===== src/rtl/s4l_pkg.sv =====
package s4l_pkg;
  localparam int FIELDS     = 4;
  localparam int FLD_W      = 2;
  localparam int REG_IDX_W  = 5;
  localparam int WORD_W     = 64;
  localparam int WORD_BYTES = WORD_W / 8;
  localparam int ADDR_W     = 64;

  typedef enum logic [2:0] {
    ST_IDLE,
    ST_SCAN,
    ST_REQ,
    ST_WAIT,
    ST_WB,
    ST_DONE
  } state_e;
endpackage


===== src/rtl/s4l_addr_gen.sv =====
module s4l_addr_gen
  import s4l_pkg::*;
#(
  parameter int NELEM = 4
) (
  input  logic [ADDR_W-1:0] base_i,
  input  logic [3:0]        imm_i,
  output logic [ADDR_W-1:0] start_o
);
  localparam logic [ADDR_W-1:0] GROUP_BYTES = ADDR_W'(NELEM * FIELDS * WORD_BYTES);

  logic [ADDR_W-1:0] imm_ext;
  logic [ADDR_W-1:0] disp;

  assign imm_ext = {{(ADDR_W-4){imm_i[3]}}, imm_i};
  // modular product equals the signed displacement
  assign disp    = imm_ext * GROUP_BYTES;
  assign start_o = base_i + disp;
endmodule


===== src/rtl/s4l_field_buf.sv =====
module s4l_field_buf
  import s4l_pkg::*;
#(
  parameter int NELEM  = 4,
  parameter int EIDX_W = 2
) (
  input  logic                    clk_i,
  input  logic                    rst_ni,
  input  logic                    clr_i,
  input  logic                    we_i,
  input  logic [EIDX_W-1:0]       slot_i,
  input  logic [WORD_W-1:0]       data_i,
  output logic [NELEM*WORD_W-1:0] vec_o
);
  for (genvar g = 0; g < NELEM; g++) begin : g_slot
    logic [WORD_W-1:0] slot_q;
    always_ff @(posedge clk_i or negedge rst_ni) begin
      if (!rst_ni)                                 slot_q <= '0;
      else if (clr_i)                              slot_q <= '0;
      else if (we_i && slot_i == EIDX_W'(g))       slot_q <= data_i;
    end
    assign vec_o[g*WORD_W +: WORD_W] = slot_q;
  end
endmodule


===== src/rtl/s4l_ctrl.sv =====
module s4l_ctrl
  import s4l_pkg::*;
#(
  parameter int NELEM  = 4,
  parameter int EIDX_W = 2,
  parameter int ECNT_W = 3
) (
  input  logic                 clk_i,
  input  logic                 rst_ni,
  input  logic                 start_i,
  input  logic [NELEM-1:0]     pred_i,
  input  logic [REG_IDX_W-1:0] dst_i,
  input  logic [ADDR_W-1:0]    start_addr_i,
  output logic                 busy_o,
  output logic                 mem_req_o,
  output logic [ADDR_W-1:0]    mem_addr_o,
  input  logic                 mem_gnt_i,
  input  logic                 mem_rvalid_i,
  output logic                 buf_clr_o,
  output logic [FIELDS-1:0]    buf_we_o,
  output logic [EIDX_W-1:0]    buf_slot_o,
  output logic [FLD_W-1:0]     wb_sel_o,
  output logic                 rf_we_o,
  output logic [REG_IDX_W-1:0] rf_idx_o,
  output logic                 done_o
);
  localparam logic [ADDR_W-1:0] WORD_STEP   = ADDR_W'(WORD_BYTES);
  localparam logic [ADDR_W-1:0] STRUCT_STEP = ADDR_W'(FIELDS * WORD_BYTES);
  localparam logic [ECNT_W-1:0] ELEM_END    = ECNT_W'(NELEM);
  localparam logic [FLD_W-1:0]  FLD_LAST    = FLD_W'(FIELDS - 1);

  state_e               state_q, state_d;
  logic [NELEM-1:0]     pred_q;
  logic [REG_IDX_W-1:0] dst_q;
  logic [ADDR_W-1:0]    addr_q, addr_d;
  logic [ECNT_W-1:0]    elem_q, elem_d;
  logic [FLD_W-1:0]     fld_q, fld_d;
  logic [FLD_W-1:0]     wb_q, wb_d;
  logic                 take;

  assign take = (state_q == ST_IDLE) && start_i;

  always_comb begin
    state_d = state_q;
    addr_d  = addr_q;
    elem_d  = elem_q;
    fld_d   = fld_q;
    wb_d    = wb_q;
    unique case (state_q)
      ST_IDLE: if (start_i) begin
        state_d = ST_SCAN;
        addr_d  = start_addr_i;
        elem_d  = '0;
        fld_d   = '0;
      end
      ST_SCAN: begin
        if (elem_q == ELEM_END) begin
          state_d = ST_WB;
          wb_d    = '0;
        end else if (pred_q[elem_q[EIDX_W-1:0]]) begin
          state_d = ST_REQ;
        end else begin
          // inactive: skip whole structure, keep address in step
          addr_d = addr_q + STRUCT_STEP;
          elem_d = elem_q + 1'b1;
        end
      end
      ST_REQ: if (mem_gnt_i) state_d = ST_WAIT;
      ST_WAIT: if (mem_rvalid_i) begin
        addr_d = addr_q + WORD_STEP;
        if (fld_q == FLD_LAST) begin
          fld_d   = '0;
          elem_d  = elem_q + 1'b1;
          state_d = ST_SCAN;
        end else begin
          fld_d   = fld_q + 1'b1;
          state_d = ST_REQ;
        end
      end
      ST_WB: begin
        wb_d = wb_q + 1'b1;
        if (wb_q == FLD_LAST) state_d = ST_DONE;
      end
      ST_DONE: state_d = ST_IDLE;
      default: state_d = ST_IDLE;
    endcase
  end

  always_ff @(posedge clk_i or negedge rst_ni) begin
    if (!rst_ni) begin
      state_q <= ST_IDLE;
      pred_q  <= '0;
      dst_q   <= '0;
      addr_q  <= '0;
      elem_q  <= '0;
      fld_q   <= '0;
      wb_q    <= '0;
    end else begin
      state_q <= state_d;
      addr_q  <= addr_d;
      elem_q  <= elem_d;
      fld_q   <= fld_d;
      wb_q    <= wb_d;
      if (take) begin
        pred_q <= pred_i;
        dst_q  <= dst_i;
      end
    end
  end

  always_comb begin
    buf_we_o = '0;
    if (state_q == ST_WAIT && mem_rvalid_i) buf_we_o[fld_q] = 1'b1;
  end

  assign busy_o     = (state_q != ST_IDLE);
  assign mem_req_o  = (state_q == ST_REQ);
  assign mem_addr_o = addr_q;
  assign buf_clr_o  = take;
  assign buf_slot_o = elem_q[EIDX_W-1:0];
  assign wb_sel_o   = wb_q;
  assign rf_we_o    = (state_q == ST_WB);
  assign rf_idx_o   = dst_q + REG_IDX_W'(wb_q);
  assign done_o     = (state_q == ST_DONE);
endmodule


===== src/rtl/s4l_struct_loader.sv =====
module s4l_struct_loader
  import s4l_pkg::*;
#(
  parameter int VLEN_BITS = 256,
  localparam int NELEM    = VLEN_BITS / WORD_W
) (
  input  logic                 clk_i,
  input  logic                 rst_ni,
  input  logic                 start_i,
  input  logic [ADDR_W-1:0]    base_i,
  input  logic [3:0]           imm_i,
  input  logic [NELEM-1:0]     pred_i,
  input  logic [REG_IDX_W-1:0] dst_i,
  output logic                 busy_o,
  output logic                 mem_req_o,
  output logic [ADDR_W-1:0]    mem_addr_o,
  input  logic                 mem_gnt_i,
  input  logic                 mem_rvalid_i,
  input  logic [WORD_W-1:0]    mem_rdata_i,
  output logic                 rf_we_o,
  output logic [REG_IDX_W-1:0] rf_idx_o,
  output logic [VLEN_BITS-1:0] rf_data_o,
  output logic                 done_o
);
  localparam int EIDX_W = (NELEM > 1) ? $clog2(NELEM) : 1;
  localparam int ECNT_W = $clog2(NELEM + 1);

  logic [ADDR_W-1:0]    start_addr;
  logic                 buf_clr;
  logic [FIELDS-1:0]    buf_we;
  logic [EIDX_W-1:0]    buf_slot;
  logic [FLD_W-1:0]     wb_sel;
  logic [VLEN_BITS-1:0] vecs [FIELDS];

  s4l_addr_gen #(.NELEM(NELEM)) u_addr (
    .base_i (base_i),
    .imm_i  (imm_i),
    .start_o(start_addr)
  );

  s4l_ctrl #(.NELEM(NELEM), .EIDX_W(EIDX_W), .ECNT_W(ECNT_W)) u_ctrl (
    .clk_i       (clk_i),
    .rst_ni      (rst_ni),
    .start_i     (start_i),
    .pred_i      (pred_i),
    .dst_i       (dst_i),
    .start_addr_i(start_addr),
    .busy_o      (busy_o),
    .mem_req_o   (mem_req_o),
    .mem_addr_o  (mem_addr_o),
    .mem_gnt_i   (mem_gnt_i),
    .mem_rvalid_i(mem_rvalid_i),
    .buf_clr_o   (buf_clr),
    .buf_we_o    (buf_we),
    .buf_slot_o  (buf_slot),
    .wb_sel_o    (wb_sel),
    .rf_we_o     (rf_we_o),
    .rf_idx_o    (rf_idx_o),
    .done_o      (done_o)
  );

  for (genvar f = 0; f < FIELDS; f++) begin : g_fld
    s4l_field_buf #(.NELEM(NELEM), .EIDX_W(EIDX_W)) u_buf (
      .clk_i (clk_i),
      .rst_ni(rst_ni),
      .clr_i (buf_clr),
      .we_i  (buf_we[f]),
      .slot_i(buf_slot),
      .data_i(mem_rdata_i),
      .vec_o (vecs[f])
    );
  end

  assign rf_data_o = vecs[wb_sel];
endmodule


===== config.mk =====
export PLATFORM = sky130hd
export DESIGN_NAME = s4l_struct_loader
export DESIGN_NICKNAME = d
export VERILOG_FILES = /design/src/rtl/s4l_pkg.sv /design/src/rtl/s4l_addr_gen.sv /design/src/rtl/s4l_field_buf.sv /design/src/rtl/s4l_ctrl.sv /design/src/rtl/s4l_struct_loader.sv
export SDC_FILE = /design/constraint.sdc
export NUM_CORES = 2
export LEC_CHECK = 0
export BUFFER_PORTS_ARGS = -buffer_cell sky130_fd_sc_hd__buf_4
export CORE_ASPECT_RATIO = 1.5
export CORE_MARGIN = 2
export CORE_UTILIZATION = 39
export DETAILED_ROUTE_END_ITERATION = 7
export GPL_TIMING_DRIVEN = 0
export PLACE_DENSITY = 0.58
export SYNTH_ARGS = -nofsm -noshare
export SYNTH_HDL_FRONTEND = slang
export SYNTH_SLANG_ARGS = --single-unit

===== constraint.sdc =====
create_clock -name clk_i -period 2.6 [get_ports clk_i]
set_clock_uncertainty 0.2 [all_clocks]
set_input_delay 0.39 -clock clk_i [delete_from_list [all_inputs] [get_ports clk_i]]
set_output_delay 0.39 -clock clk_i [all_outputs]
set_load 0.01 [all_outputs]

==> results.yml <==
run_status:
  status: "finished, violations left"
  violations: "negative hold slack, negative setup slack"
detailed_routing:
  ant_nets: 0
  wirelength_mm: 241
  drt_iter0_markers: 5523
  vias: 50800
  drc: 0
  via_per_inst: 5.72
  firstDrtPassIters: 7
  wl_per_cell_um: 27.2
worst_setup_path:
  cp-end-kind: "output port"
  worst-setup-path-type: "flip-flop to output port"
  critPathRequiredTime_ns: 2.01
  cp.arrival_ns: 2.73
  cp_max_fo: 5
  worstPathCellList: "clkbuf_16, clkbuf_16, buf_16, mux4_2, buf_6"
  path_common_cell: "clkbuf_16"
  start_kind: "flip-flop"
  crit_path_top_delay_cell: "mux4_2"
  slowest_delay_ns: 0.64
place:
  port_buffers: 410
  placedCellCount: 8386
  globalplace.congestion: 0.959
  dp_hpwl_mm: 169
timing:
  finalSetupViolations: 1352
  worst_pin_slew_ns: 1.02
  max_clock_freq_mhz: 301
  whs_ns: -0.566
  slew-limit-headroom_pct: 32.3
  rsz0062_at_grt: "true"
  hold_violations: 162
  setup_ws_ns: -0.718
  final.min_clock_period_ns: 3.32
  drv_slew: 0
  fin_crit_sh_pct: 128
grt:
  overflow: 0
  grt_pass1_vias: 50200
  grt_use_total_pct: 32.3
  grt_max_degree: 166
  grt_pass1_wl_mm: 340
  antenna_found_initial: 17
die:
  rows: 168
  start_util_pct: 39.3
  dieArea_um2: 144000
  die_y_um: 464
  core_area_um2: 140000
  die_w_um: 310
  pin_count: 475
synthesis:
  synth_flop_cell: "dfrtp_1"
  yosys-top-cells-area: "dfrtp_1, nand2_1, a21oi_1"
  syn-num-nets: 6300
  syn_avg_cell_area_um2: 9.03
  netlist_area_um2: 54900
  seq_area_frac_synth_pct: 50.4
  synthTopCellsByCount: "nand2_1, a21oi_1, dfrtp_1"
  yosysUniqueCellTypes: 70
  synth_top_area_cell: "dfrtp_1"
  syn_inst: 6083
  async_flop_share_pct: 100
  synth_edf_count: 0
  yosysMostFrequentCell: "nand2_1"
  yosys_warnings: 0
  ys_seq_elements: 1107
  synth_top_area_share_pct: 50.4
pwr:
  p_leak_nw: 30.3
  power_density_nw_per_um2: 1000
  ir_drop_v: 0.000958
  power_mw: 72.3
cells_and_area:
  fin_util_pct: 51.7
  fin_nets: 7119
  fin_cells: 8879
  multi_input_area_um2: 26400
  fillCellCount: 12800
  drive_gt1_share_pct: 23.1
  area_growth_syn_to_layout_pct: 31.7
  regArea_um2: 27700
clock_tree:
  cts.htree.levels: 3
  cts_sinks: 1107
  numCtsBuffers: 111
  cts-root-buf: "clkbuf_16"
  cts_max_path_buffers: 3
  cts_tree: "built"
  clock_latency_ns: 0.77
  path_clk_slew_ns: 0.06
min_path:
  min-delay-path-class: "input pin to async pin"
run:
  maxCapViolations: 0
==> flip-flops by register name (all words and copies together), names as in the netlist <==
signal and cells:
g_fld.u_buf.g_slot.slot_q 1024, u_ctrl.dst_q 5, u_ctrl.elem_q 3, u_ctrl.fld_q 2
u_ctrl.mem_addr_o 64, u_ctrl.pred_q 4, u_ctrl.state_q 3, u_ctrl.wb_sel_o 2
==> through the flow <==
step                      area, um2  worst slack, ns  hold WS, ns  setup TNS [ns]
after floorplan               55500           -0.327       -0.106           -3.64
after global placement        60900           -14.22        0.261               -
after detailed placement      61400            -2.26        0.267        -1988.26
after CTS                     68600           -0.662       -0.522         -380.04
after global routing          72300           -0.680       -0.473         -452.23
final                         72300           -0.718       -0.566         -360.26
==> worst max-delay path: cells and delay by family (launching register included) <==
family                 cells  cell delay, ns
buffers and inverters      4            0.79
multiplexers               1            0.64
flip-flops                 1            0.52
==> power breakdown <==
group	switching, mW	internal [mW]	leakage, nW
combinational	20.1	14.0	13.2
clock	7.57	9.64	1.89
sequential	1.81	19.3	15.2
==> cells in the final DEF, fill, tap and decap left out, types with 39 or more instances in the layout <==
cell type,n
nand2_1,2203
nor2_1,61
dlygate4sd3_1,95
o21ai_0,81
dfrtp_1,1079
buf_12,63
clkbuf_16,151
clkbuf_2,136
ha_1,41
buf_4,303
a21o_1,42
clkbuf_1,265
nand4_1,39
clkbuf_8,50
mux4_2,257
a21oi_1,1143
buf_6,263
nand3_1,47
==> final timing paths <==
| path | from | endpoint | slack [ns] | depth (start not counted) |
|---|---|---|---|---|
| setup / recovery | u_ctrl.wb_sel_o[0] | rf_data_o[128] | -0.72 | 5 |
| hold / removal | rst_ni | g_fld[0].u_buf.g_slot[1].slot_q[26] | -0.57 | 1 |
| setup reg to reg | u_ctrl.mem_addr_o[5] | u_ctrl.mem_addr_o[63] | -0.50 | 9 |
| hold reg to reg | u_ctrl.pred_q[3] | u_ctrl.pred_q[3] | 0.28 | 2 |
| max in group asynchronous | rst_ni | u_ctrl.mem_addr_o[14] | 0.13 | 4 |
| min in group clk_i | base_i[44] | u_ctrl.mem_addr_o[44] | -0.01 | 4 |
==> cell type report <==
type	count	share of cell area (%)
inverters	36	0.192
clock buffers	155	4.43
multi-input cells	4377	36.4
clock inverters	52	0.882
flip-flops and latches	1107	38.4
diodes	13	0.0450
well taps	1870	3.24
plain buffers	545	5.58
repair buffers	724	10.8
==> metal layers <==
layer | up-vias | track usage (%) | wire (um)
met5 | - | 0 | 116
li1 | 22300 | - | -
met4 | 18 | 20.5 | 18100
met3 | 629 | 8.02 | 23100
met1 | 25400 | 38.9 | 86100
met2 | 2477 | 51.6 | 114000
==> repair_timing <==
| item | in CTS | in global routing |
|---|---|---|
| buffers inserted | 27 | 139 |
| hold buffers | 94 | 1 |
| pin swaps | 13 | 74 |
| endpoints found under the hold margin | 571 | 158 |
| cloned | 13 | 26 |
| endpoints found under the setup margin | 1370 | 1486 |
| gates resized for setup | 598 | 688 |
==> cell families after synthesis <==
kind of cell / synth area share, %
multiplexers: 10.7
buffers and inverters: 4.11
adder cells (fa/ha/maj): 1.64
flip-flops: 50.4
XOR/XNOR: 0.909
AO/OA/AOI/OAI: 13.9
AND/OR/NAND/NOR: 18.4
(Power assumes the default switching activity.)
